File: src/rtl/cmp_pkg.sv
package cmp_pkg;
    localparam int MODE_W = 3;
    localparam int NPH    = 4;

    typedef enum logic [1:0] {
        PH_Q1 = 2'd0,
        PH_Q2 = 2'd1,
        PH_Q3 = 2'd2,
        PH_Q4 = 2'd3
    } ph_e;

    localparam logic [MODE_W-1:0] MODE_PIN_A  = 3'b110;
    localparam logic [MODE_W-1:0] MODE_PIN_B  = 3'b001;
    localparam logic [MODE_W-1:0] MODE_DIGITAL = 3'b111;
endpackage

File: src/rtl/cmp_phase_gen.sv
module cmp_phase_gen
    import cmp_pkg::*;
(
    input  logic           clk,
    input  logic           rst_n,
    output logic [NPH-1:0] phase
);
    ph_e state_q, state_d;

    always_ff @(posedge clk or negedge rst_n) begin
        if (!rst_n) state_q <= PH_Q1;
        else        state_q <= state_d;
    end

    always_comb begin
        state_d = state_q;
        phase   = '0;
        unique case (state_q)
            PH_Q1: begin phase = 4'b0001; state_d = PH_Q2; end
            PH_Q2: begin phase = 4'b0010; state_d = PH_Q3; end
            PH_Q3: begin phase = 4'b0100; state_d = PH_Q4; end
            PH_Q4: begin phase = 4'b1000; state_d = PH_Q1; end
        endcase
    end
endmodule

File: src/rtl/cmp_chg_detect.sv
module cmp_chg_detect #(
    parameter int NCH = 2
) (
    input  logic           clk,
    input  logic           rst_n,
    input  logic           rd,
    input  logic           en_first,
    input  logic           en_second,
    input  logic           clr,
    input  logic [NCH-1:0] live,
    output logic           flag
);
    logic [NCH-1:0] first_q;
    logic [NCH-1:0] second_q;
    logic           differ;

    always_ff @(posedge clk or negedge rst_n) begin
        if (!rst_n) first_q <= '0;
        else if (rd && en_first) first_q <= live;
    end

    always_ff @(posedge clk or negedge rst_n) begin
        if (!rst_n) second_q <= '0;
        else if (rd && en_second) second_q <= first_q;
    end

    assign differ = |(live ^ second_q);

    always_ff @(posedge clk or negedge rst_n) begin
        if (!rst_n)      flag <= 1'b0;
        else if (differ) flag <= 1'b1;
        else if (clr)    flag <= 1'b0;
    end
endmodule

File: src/rtl/cmp_pin_mux.sv
module cmp_pin_mux #(
    parameter int NCH = 2
) (
    input  logic           sel_cmp,
    input  logic [NCH-1:0] cmp_out,
    input  logic [NCH-1:0] port_latch,
    input  logic [NCH-1:0] tris,
    output logic [NCH-1:0] pin_out,
    output logic [NCH-1:0] pin_oe
);
    for (genvar i = 0; i < NCH; i++) begin : g_pin
        assign pin_out[i] = sel_cmp ? cmp_out[i] : port_latch[i];
        assign pin_oe[i]  = ~tris[i];
    end
endmodule

File: src/rtl/cmp_outmux_top.sv
module cmp_outmux_top
    import cmp_pkg::*;
#(
    parameter int NCH = 2,
    localparam int SW = 2 * NCH + 4
) (
    input  logic           clk,
    input  logic           rst_n,
    input  logic [NCH-1:0] cmp_raw,
    input  logic           cfg_wr,
    input  logic [SW-1:0]  cfg_wdata,
    input  logic           stat_rd,
    output logic [SW-1:0]  stat_rdata,
    input  logic           flag_clr,
    output logic           irq_flag,
    input  logic [NCH-1:0] port_latch,
    input  logic [NCH-1:0] tris,
    output logic [NCH-1:0] pin_out,
    output logic [NCH-1:0] pin_oe,
    input  logic [NCH-1:0] port_pin,
    output logic [NCH-1:0] port_rdata,
    output logic [NPH-1:0] phase
);
    localparam int INV_LO = 4;
    localparam int INV_HI = INV_LO + NCH - 1;

    logic [MODE_W-1:0] mode_q;
    logic [NCH-1:0]    inv_q;
    logic [NCH-1:0]    cmp_out;
    logic              sel_cmp;

    always_ff @(posedge clk or negedge rst_n) begin
        if (!rst_n) begin
            mode_q <= '0;
            inv_q  <= '0;
        end else if (cfg_wr) begin
            mode_q <= cfg_wdata[MODE_W-1:0];
            inv_q  <= cfg_wdata[INV_HI:INV_LO];
        end
    end

    assign cmp_out    = cmp_raw ^ inv_q;
    assign sel_cmp    = (mode_q == MODE_PIN_A) || (mode_q == MODE_PIN_B);
    assign stat_rdata = {cmp_out, inv_q, 1'b0, mode_q};
    assign port_rdata = (mode_q == MODE_DIGITAL) ? port_pin : '0;

    cmp_phase_gen u_phase (
        .clk   (clk),
        .rst_n (rst_n),
        .phase (phase)
    );

    cmp_chg_detect #(.NCH(NCH)) u_chg (
        .clk       (clk),
        .rst_n     (rst_n),
        .rd        (stat_rd),
        .en_first  (phase[0]),
        .en_second (phase[2]),
        .clr       (flag_clr),
        .live      (cmp_out),
        .flag      (irq_flag)
    );

    cmp_pin_mux #(.NCH(NCH)) u_mux (
        .sel_cmp    (sel_cmp),
        .cmp_out    (cmp_out),
        .port_latch (port_latch),
        .tris       (tris),
        .pin_out    (pin_out),
        .pin_oe     (pin_oe)
    );
endmodule

File: config.mk
export PLATFORM = sky130hd
export DESIGN_NAME = cmp_outmux_top
export DESIGN_NICKNAME = d
export VERILOG_FILES = /design/src/rtl/cmp_pkg.sv /design/src/rtl/cmp_phase_gen.sv /design/src/rtl/cmp_chg_detect.sv /design/src/rtl/cmp_pin_mux.sv /design/src/rtl/cmp_outmux_top.sv
export SDC_FILE = /design/constraint.sdc
export NUM_CORES = 1
export LEC_CHECK = 0
export ABC_AREA = 1
export ABC_CLOCK_PERIOD_IN_PS = 2100
export CAP_MARGIN = 20
export CORE_MARGIN = 2
export CORE_UTILIZATION = 39
export DETAILED_ROUTE_END_ITERATION = 7
export PLACE_DENSITY = 0.82
export RECOVER_POWER = 25
export SLEW_MARGIN = 10
export SYNTH_ARGS = -nofsm -noshare
export SYNTH_HDL_FRONTEND = slang
export SYNTH_SLANG_ARGS = --single-unit
export TNS_END_PERCENT = 50
File: constraint.sdc
create_clock -name clk -period 2.1 [get_ports clk]
set_input_delay 0.21 -clock clk [delete_from_list [all_inputs] [get_ports clk]]
set_output_delay 0.21 -clock clk [all_outputs]
set_load 0.005 [all_outputs]
==> reports/qor.yml, run 1 <==
synth_cell_types: 16
cp_cell_sequence: "inv_1, nand3_1, nand2_1, nand2_1, nand2_1, clkdlybuf4s50_1"
share_comb_of_total_power_pct: 25.6
gr-usage-all-layers_pct: 16.4
final_critical_path_setup_slack_ns: 0.262
timing.final.crit_period_ns: 1.84
cpMaxStageDelayCell: "sky130_fd_sc_hd__clkdlybuf4s50_1"
area_growth_pct: 55.6
maxClockFrequency_mhz: 544
run_status: "finished, final reports clean"
vdd_ir_drop_max_mv: 0.363
grt.overflow.total: 0
die_span_in_y_um: 45.9
cts_tree: "yes"
critical_path.n_buffers_inverters: 2
firstDrtPassIters: 4
worst_pin_slew_ns: 0.572
regToRegStartpoint: "u_phase.state_q[0]$_DFF_PN0_"
cp.required_ns: 1.89
std_cell_rows: 15
mappedNetlistArea_um2: 684
design.portCount: 40
postSynthAreaPerCell_um2: 7.60
dr.first_iter.drc_count: 13
power.total_mw: 0.610
terminus_of_the_critical_flop_to_flop_path: "u_phase.state_q[0]$_DFF_PN0_"
clock-skew-final_ns: 0.00261
cts_repair_resize_count: 0
hold_path.class: "primary input to asynchronous set/reset pin"
yosysTopAreaCell: "sky130_fd_sc_hd__dfrtp_1"
grt_pass1_vias: 618
clock-sinks: 12
cp_slowest_stage_delay_ns: 0.50
post-cts-setup-buffers: 0
max_cap_viol_count: 0
cts.clk_slew.worst_paths_ns: 0.08
wire_length_after_detailed_routing_um: 1650
final_max_slew_viol_count: 0
final.fill_count: 161
power.switching_mw: 0.162
floorplan.die.width_um: 45.9
grt_start_max_net_pins: 13
r2r_setup_slack_ns: 1.01
share_of_total_power_consumed_by_net_switching_pct: 26.6
cp-start-kind: "register"
grt_setup_unrepaired: "no"
seq_area_frac_synth_pct: 43.9
critical_path.max_fanout: 4
yosys_warnings: 0
finish.net_count: 151
timing.setup.critical_path_class: "register to output pin"
antenna_violations_before_repair: 0
pwr-share-seq_pct: 44.0
holdBufCountCts: 0
cts.root.buffer_cell: "sky130_fd_sc_hd__clkbuf_4"
reg2reg_depth: 3
ctsHtreeMaxLevel: 1
p_int_mw: 0.448
num_antenna_cells: 0
cts_max_path_buffers: 2
dp_worst_setup_slack_ns: 0.349
path_common_cell: "sky130_fd_sc_hd__nand2_1"
rel_slew_slack_pct: 61.7
die_area_um2: 2110
share_of_the_synthesized_area_in_the_top_cell_type_pct: 43.9
start_util_pct: 40.5
timing.final.hold_violations: 0
clk_latency_ns: 0.27
post_synthesis_net_count: 115
arrival_ns: 1.63
endpoint_kind: "output pin"
postSynthRegisterBits: 12
finalSetupViolations: 0
drc: 0
total_leakage_power_nw: 0.543
vias_per_cell: 4.68
fin_crit_share_pct: 87.5
synthTopCellsByArea: "sky130_fd_sc_hd__dfrtp_1 44%, sky130_fd_sc_hd__nand2_1 14%, sky130_fd_sc_hd__inv_1 9.3%"
drive_gt1_share_pct: 8.80
fp.coreArea_um2: 1690
clkPwrFrac_pct: 30.4
wl_per_cell_um: 11.6
detailedPlacementHpwl_um: 1370
setup-tns-final_ns: 0
crit_family: "buffers and inverters"
finalWeightedCongestion: 0.738
global_route_wire_length_before_repair_um: 2450
port-buffer-count: 35
synthesis.instances: 90
via_count: 665
cts-buffers-inserted: 3
antenna_left: 0
power_density_nw_per_um2: 573
-- synthesized netlist by cell type --
master,count
sky130_fd_sc_hd__nand3b_1,1
sky130_fd_sc_hd__nand2_1,25
sky130_fd_sc_hd__o21ai_0,7
sky130_fd_sc_hd__buf_2,1
sky130_fd_sc_hd__buf_4,3
sky130_fd_sc_hd__o21ai_1,2
sky130_fd_sc_hd__conb_1,1
sky130_fd_sc_hd__nand3_2,1
sky130_fd_sc_hd__inv_2,1
sky130_fd_sc_hd__nand2_2,4
sky130_fd_sc_hd__inv_1,17
sky130_fd_sc_hd__dfrtp_1,12
sky130_fd_sc_hd__or2_2,1
sky130_fd_sc_hd__ha_1,4
sky130_fd_sc_hd__nand3_1,8
sky130_fd_sc_hd__nor2_1,2
-- cells by family after synthesis --
family / Yosys count / synth area share, %
simple gates: 42 / 27.8
buf+inv: 22 / 13.9
flops: 12 / 43.9
compound gates: 9 / 6.58
fa+ha+maj: 4 / 7.31
other cells: 1 / 0.548
-- cell usage in the layout, fill, tap and decap left out --
| cell | instances |
|---|---|
| sky130_fd_sc_hd__inv_2 | 1 |
| sky130_fd_sc_hd__nand3_2 | 1 |
| sky130_fd_sc_hd__nand2_1 | 25 |
| sky130_fd_sc_hd__o21ai_1 | 2 |
| sky130_fd_sc_hd__nor2_1 | 2 |
| sky130_fd_sc_hd__clkbuf_4 | 3 |
| sky130_fd_sc_hd__inv_1 | 17 |
| sky130_fd_sc_hd__or2_2 | 1 |
| sky130_fd_sc_hd__o21ai_0 | 7 |
| sky130_fd_sc_hd__dlygate4sd3_1 | 1 |
| sky130_fd_sc_hd__nand3_1 | 8 |
| sky130_fd_sc_hd__nand3b_1 | 1 |
| sky130_fd_sc_hd__ha_1 | 4 |
| sky130_fd_sc_hd__clkdlybuf4s50_1 | 34 |
| sky130_fd_sc_hd__clkbuf_8 | 1 |
| sky130_fd_sc_hd__nand2_2 | 4 |
| sky130_fd_sc_hd__dfrtp_1 | 12 |
| sky130_fd_sc_hd__conb_1 | 1 |
-- worst max path at each step --
stage,slack [ns],to,cells after the start,start
5_1_grt,0.14,pin_out[0],6,mode_q[0]$_DFFE_PN0P_
3_5_place_dp,0.35,pin_out[0],7,cmp_raw[0]
4_1_cts,0.27,pin_out[0],6,mode_q[0]$_DFFE_PN0P_
3_3_place_gp,0.38,pin_out[1],7,cmp_raw[1]
2_1_floorplan,1.08,u_phase.state_q[0]$_DFF_PN0_,3,u_phase.state_q[0]$_DFF_PN0_
6_report,0.26,pin_out[0],6,mode_q[0]$_DFFE_PN0P_
-- routing by layer --
metal  share of wire [%]  vias to the layer above  global-route usage [%]
li1                    -                      338                       -
met1                  39                      311                    17.5
met2                  57                       14                    31.9
met3                 2.5                        2                    3.57
met4                 1.0                        0                    3.43
met5                   0                        -                       0
-- metrics by stage --
stage / hold slack, ns / utilization (%) / instance area, um^2 / cells
final: 0.369 / 63.0 / 1060 / 142
after global routing: 0.407 / 63.0 / 1060 / 142
after CTS: 0.322 / 63.0 / 1060 / 142
after detailed placement: 0.509 / 60.9 / 1030 / 138
after global placement: 0.490 / 60.9 / 1030 / 138
after floorplan: -0.0856 / - / 684 / 90
-- power by group through the flow --
stage / combinational, mW / clock [mW] / sequential [mW]
5_1_grt: 0.174 / 0.202 / 0.271
4_1_cts: 0.158 / 0.191 / 0.268
3_5_place_dp: 0.157 / 0 / 0.273
3_3_place_gp: 0.150 / 0 / 0.272
6_report: 0.156 / 0.185 / 0.268
2_1_floorplan: 0.0606 / 0 / 0.271
-- state kept, by name (all words and copies together), names as in the netlist --
signal           flops
u_chg.first_q        2
mode_q               3
inv_q                2
u_chg.second_q       2
u_chg.flag           1
u_phase.state_q      2
-- final cells by class --
class	count	area, um^2	share of cell area, %
Timing Repair Buffer	35	350	32.9
Sequential cell	12	300	28.2
Multi-Input combinational cell	56	289	27.1
Inverter	18	67.6	6.35
Clock buffer	4	36.3	3.41
Tap cell	17	21.3	2.00
(Power assumes the default switching activity.)
==> run 2: changes to the inputs <==
==> constraint.sdc (replaced) <==
create_clock -name clk -period 2.1 [get_ports clk]
set_input_delay 0.21 -clock clk [delete_from_list [all_inputs] [get_ports clk]]
set_output_delay 0.21 -clock clk [all_outputs]
set_load 0.05 [all_outputs]
==> run 2 against run 1 <==
  * Worst setup slack got worse by 0.15 ns
  * Count of clock-buffer cells in the layout did not move
  * Clock power barely moved
  * Clock skew rose by 0.0081 ns
  * Critical path depth fell by 3
  * Routed wire length fell by 11%
  * Utilization fell by 0.15 points
  * Register-to-register slack barely moved
  * Via count fell by 2.6%
  * Fmax fell by 7.6%
  * Final area fell by 0.23%
  * Hold slack got worse by 0.020 ns
  * Largest power group unchanged
==> reports/qor.yml, run 2 (synthesis gave the netlist of run 1 again) <==
run_status: "finished, final reports clean"
post-cts-setup-buffers: 0  # unchanged
dr.first_iter.drc_count: 7  # -6
final_common_cell: "sky130_fd_sc_hd__clkdlybuf4s50_1"
grt.overflow.total: 0  # unchanged
layout.cells.non_filler: 142  # unchanged
vias_per_cell: 4.56  # -2.6%
hold_path.class: "primary input to asynchronous set/reset pin"
cts_repair_resize_count: 0  # unchanged
worst_pin_slew_ns: 0.554  # -0.0177 ns
finalWeightedCongestion: 0.729  # -1.2%
setup-tns-final_ns: 0  # unchanged
clkPwrFrac_pct: 27.0  # -3.4 points
power.total_mw: 0.698  # +14%
cts.root.buffer_cell: "sky130_fd_sc_hd__clkbuf_4"
rel_slew_slack_pct: 62.9  # +1.2 points
gr-usage-all-layers_pct: 15.9  # -0.45 points
regToRegStartpoint: "u_phase.state_q[0]$_DFF_PN0_"
cts_max_path_buffers: 2  # unchanged
wire_length_after_detailed_routing_um: 1470  # -11%
place_inst: 138  # unchanged
num_antenna_cells: 0  # unchanged
startpoint: "u_phase.state_q[0]$_DFF_PN0_"
design.portCount: 40  # unchanged
finish.net_count: 151  # unchanged
power_density_nw_per_um2: 657  # +15%
timing.final.crit_period_ns: 1.99  # +0.150 ns
antenna_violations_before_repair: 0  # unchanged
timing.setup.critical_path_class: "register to output pin"
drive_gt1_share_pct: 13.6  # +4.8 points
detailedPlacementHpwl_um: 1220  # -11%
share_comb_of_total_power_pct: 34.7  # +9.1 points
cts-buffers-inserted: 3  # unchanged
clock-sinks: 12  # unchanged
total_leakage_power_nw: 0.555  # +2.3%
clk_latency_ns: 0.28  # about the same
vdd_ir_drop_max_mv: 0.514  # +41%
grt_start_max_net_pins: 13  # unchanged
endpoint_kind: "output pin"
holdBufCountCts: 0  # unchanged
clock-skew-final_ns: 0.0107  # +0.00808 ns
fin_crit_share_pct: 94.7  # +7.2 points
grt_pass1_vias: 604  # -2.3%
cp-start-kind: "register"
timing.final.hold_violations: 0  # unchanged
ctsHtreeMaxLevel: 1  # unchanged
arrival_ns: 1.78  # +0.15 ns
layout.cells.most_common_list: "28 x sky130_fd_sc_hd__clkdlybuf4s50_1, 25 x sky130_fd_sc_hd__nand2_1, 17 x sky130_fd_sc_hd__inv_1"
share_of_total_power_consumed_by_net_switching_pct: 35.4  # +8.8 points
antenna_left: 0  # unchanged
placement.cell_area_um2: 1030  # -0.24%
area_growth_pct: 55.2
finalSetupViolations: 0  # unchanged
floorplan.die.width_um: 45.9  # unchanged
firstDrtPassIters: 4  # unchanged
cp.required_ns: 1.89  # about the same
regMostFlops: "mode_q"
max_cap_viol_count: 0  # unchanged
drc: 0  # unchanged
port-buffer-count: 35  # unchanged
maxClockFrequency_mhz: 503  # -7.6%
fp.coreArea_um2: 1690  # unchanged
die_area_um2: 2110  # unchanged
final_cell_area_excluding_filler_cells_um2: 1060  # -0.23%
via_count: 648  # -2.6%
grt_setup_unrepaired: "no"
final_max_slew_viol_count: 0  # unchanged
std_cell_rows: 15  # unchanged
cts.clk_slew.worst_paths_ns: 0.09  # about the same
holdWs_ns: 0.349  # -0.0197 ns
cts_tree: "yes"
start_util_pct: 40.5  # unchanged
p_int_mw: 0.451  # +0.69%
pwr-share-seq_pct: 38.3  # -5.7 points
critical_path.max_fanout: 3  # -1
largest_reg_flops: 3  # unchanged
die_span_in_y_um: 45.9  # unchanged
power.switching_mw: 0.247  # +52%
global_route_wire_length_before_repair_um: 2310  # -5.6%
wl_per_cell_um: 10.3  # -11%
## run 2: cell types whose count changed in the layout (fill, tap and decap cells not counted), sizes merged
cell           change
clkdlybuf4s50      -6
buf                +6
## run 2: final cells by class
type | count | area (um^2)
well taps | 17 | 21.3
flip-flops and latches | 12 | 300
inverters | 18 | 67.6
fillers | 160 | 627
clock buffers | 4 | 36.3
multi-input cells | 56 | 289
repair buffers | 35 | 348
## run 2: metrics by stage
step	util, %	worst slack [ns]
floorplan	-	0.414
global placement	60.7	0.448
detailed placement	60.7	0.415
CTS	62.9	0.0914
global route	62.9	0.0262
finish	62.9	0.112
## run 2: worst paths after layout
path / end / slack, ns / cells after the start
worst max register to register: u_phase.state_q[0]$_DFF_PN0_ / 1.01 / 3
worst max-delay path: phase[0] / 0.11 / 3
max in group asynchronous: mode_q[0]$_DFFE_PN0P_ / 1.37 / 1
worst min register to register: u_chg.flag$_DFFE_PN0P_ / 0.52 / 2
min in group clk: inv_q[1]$_DFFE_PN0P_ / 0.49 / 3
worst min-delay path: u_chg.flag$_DFFE_PN0P_ / 0.35 / 1
## run 2: routing by layer
layer / track usage, % / wire length, um / up-vias
li1: - / - / 339
met1: 15.9 / 547 / 295
met2: 28.9 / 844 / 12
met3: 5.95 / 48 / 2
met4: 6.86 / 25 / 0
met5: 0 / 0 / -
## run 2: power by group through the flow
stage	Combinational, mW	Clock [mW]	Sequential [mW]
after floorplan	0.107	0	0.310
after global placement	0.240	0	0.272
after detailed placement	0.244	0	0.272
after CTS	0.246	0.197	0.268
after global routing	0.260	0.208	0.270
final	0.243	0.188	0.267
## run 2: worst max-delay path: stages, from the launching register on
cell and delay (ns):
sky130_fd_sc_hd__dfrtp_1 0.41, sky130_fd_sc_hd__inv_1 0.09, sky130_fd_sc_hd__ha_1 0.19, sky130_fd_sc_hd__clkdlybuf4s50_1 0.81
==> run 3: changes to the inputs <==
--- a/config.mk
+++ b/config.mk
@@ -10,6 +10,7 @@
 export CAP_MARGIN = 20
 export CORE_MARGIN = 2
 export CORE_UTILIZATION = 39
+export CTS_BUF_LIST = sky130_fd_sc_hd__clkbuf_8 sky130_fd_sc_hd__clkbuf_16
 export DETAILED_ROUTE_END_ITERATION = 7
 export PLACE_DENSITY = 0.82
 export RECOVER_POWER = 25
==> run 3 against run 2 <==
  * Clock skew fell by 0.0039 ns
  * Global-route usage fell by 0.23 points
  * Register-to-register slack got worse by 0.02 ns
  * Clock power rose by 35%
  * Largest cell class unchanged
==> reports/qor.yml, run 3 (synthesis gave the netlist of run 1 again) <==
run_status: "finished, final reports clean"
port-buffer-count: 35  # unchanged
num_antenna_cells: 0  # unchanged
vdd_ir_drop_max_mv: 0.658  # +28%
gr-usage-all-layers_pct: 15.7  # -0.23 points
grt_pass1_vias: 585  # -3.1%
clk_latency_ns: 0.24  # -0.04 ns
global_route_wire_length_before_repair_um: 2280  # -1.2%
drive_gt1_share_pct: 13.6  # unchanged
utilization_pct: 64.0  # +1.1 points
wire_length_after_detailed_routing_um: 1460  # -0.27%
finalSetupViolations: 0  # unchanged
antenna_violations_before_repair: 0  # unchanged
std_cell_rows: 15  # unchanged
die_area_um2: 2110  # unchanged
rel_slew_slack_pct: 63.2  # +0.24 points
finalWeightedCongestion: 0.729  # unchanged
design.portCount: 40  # unchanged
final_cell_area_excluding_filler_cells_um2: 1080  # +1.8%
layout.cells.most_common_list: "28 x sky130_fd_sc_hd__clkdlybuf4s50_1, 25 x sky130_fd_sc_hd__nand2_1, 17 x sky130_fd_sc_hd__inv_1"
die_span_in_y_um: 45.9  # unchanged
drc: 0  # unchanged
cpMaxStageDelayCell: "sky130_fd_sc_hd__clkdlybuf4s50_1"
ctsHtreeMaxLevel: 1  # unchanged
fin_crit_share_pct: 92.9  # -1.8 points
cts_max_path_buffers: 2  # unchanged
final.fill_count: 159  # -0.63%
timing.final.hold_violations: 0  # unchanged
number_of_cells_on_the_critical_path: 3  # unchanged
firstDrtPassIters: 2  # -2
grt.overflow.total: 0  # unchanged
cp-start-kind: "register"
terminus_of_the_critical_flop_to_flop_path: "u_phase.state_q[0]$_DFF_PN0_"
timing.final.crit_period_ns: 1.95  # -0.0373 ns
detailedPlacementHpwl_um: 1220  # unchanged
cts_tree: "yes"
largest_reg_flops: 3  # unchanged
timing.setup.critical_path_class: "register to output pin"
critical_path.n_buffers_inverters: 2  # unchanged
maxClockFrequency_mhz: 513  # +1.9%
cp_slowest_stage_delay_ns: 0.81  # about the same
total_leakage_power_nw: 0.563  # +1.4%
wl_per_cell_um: 10.3  # -0.27%
cts.root.buffer_cell: "sky130_fd_sc_hd__clkbuf_8"
endpoint_kind: "output pin"
start_util_pct: 40.5  # unchanged
power_density_nw_per_um2: 707  # +7.6%
vias_per_cell: 4.51  # -1.2%
grt_setup_unrepaired: "no"
reg2reg_depth: 3  # unchanged
setup-tns-final_ns: 0  # unchanged
finish.net_count: 151  # unchanged
post-cts-setup-buffers: 0  # unchanged
clock-skew-final_ns: 0.00678  # -0.00392 ns
holdBufCountCts: 0  # unchanged
cts-buffers-inserted: 3  # unchanged
final_max_slew_viol_count: 0  # unchanged
cp_cell_sequence: "inv_1, ha_1, clkdlybuf4s50_1"
cts.clk_slew.worst_paths_ns: 0.06  # -0.03 ns
regToRegStartpoint: "u_phase.state_q[0]$_DFF_PN0_"
floorplan.die.width_um: 45.9  # unchanged
antenna_left: 0  # unchanged
cp.required_ns: 1.89  # about the same
dr.first_iter.drc_count: 3  # -4
clock-sinks: 12  # unchanged
regMostFlops: "mode_q"
worst_pin_slew_ns: 0.551  # -0.00358 ns
placement.cell_area_um2: 1030  # unchanged
grt_start_max_net_pins: 13  # unchanged
seqCellArea_um2: 300  # unchanged
via_count: 640  # -1.2%
crit_family: "buffers and inverters"
max_cap_viol_count: 0  # unchanged
r2r_setup_slack_ns: 0.99  # -0.02 ns
final_critical_path_setup_slack_ns: 0.149  # +0.0373 ns
multi_input_comb_area_um2: 289  # unchanged
area_growth_pct: 58.0
fp.coreArea_um2: 1690  # unchanged
cts_repair_resize_count: 0  # unchanged
arrival_ns: 1.74  # -0.04 ns
final_common_cell: "sky130_fd_sc_hd__clkdlybuf4s50_1"
dp_worst_setup_slack_ns: 0.415  # unchanged
critical_path.max_fanout: 3  # unchanged
power.total_mw: 0.764  # +9.5%
hold_path.class: "primary input to asynchronous set/reset pin"
## run 3: through the flow
step / hold WS (ns) / instances
after floorplan: -0.0856 / 90
after global placement: 0.489 / 138
after detailed placement: 0.496 / 138
after CTS: 0.353 / 142
after global routing: 0.437 / 142
final: 0.390 / 142
## run 3: cell type report
class | count | share of cell area, %
Timing Repair Buffer | 35 | 32.2
Sequential cell | 12 | 27.8
Multi-Input combinational cell | 56 | 26.7
Inverter | 18 | 6.25
Clock buffer | 4 | 5.09
Tap cell | 17 | 1.97
## run 3: report_power, final
part	leakage [nW]	total (mW)	internal, mW	switching, mW
clock	0.0288	0.254	0.166	0.0882
combinational	0.390	0.242	0.0934	0.149
sequential	0.144	0.268	0.253	0.0151
total	0.563	0.764	0.512	0.252
## run 3: layer usage
| layer | vias to the layer above | global-route usage [%] | routed length, um |
|---|---|---|---|
| met5 | - | 0 | 0 |
| met4 | 0 | 6.86 | 25 |
| met3 | 2 | 5.95 | 63 |
| met2 | 14 | 27.8 | 811 |
| met1 | 287 | 16.2 | 561 |
| li1 | 337 | - | - |
## run 3: how the worst max path moves through the flow
| stage | slack [ns] | from | to |
|---|---|---|---|
| 2_1_floorplan | 0.41 | mode_q[0]$_DFFE_PN0P_ | port_rdata[0] |
| 3_3_place_gp | 0.45 | tris[1] | pin_oe[1] |
| 3_5_place_dp | 0.42 | u_phase.state_q[0]$_DFF_PN0_ | phase[0] |
| 4_1_cts | 0.14 | u_phase.state_q[0]$_DFF_PN0_ | phase[0] |
| 5_1_grt | 0.08 | u_phase.state_q[0]$_DFF_PN0_ | phase[2] |
| 6_report | 0.15 | u_phase.state_q[0]$_DFF_PN0_ | phase[0] |
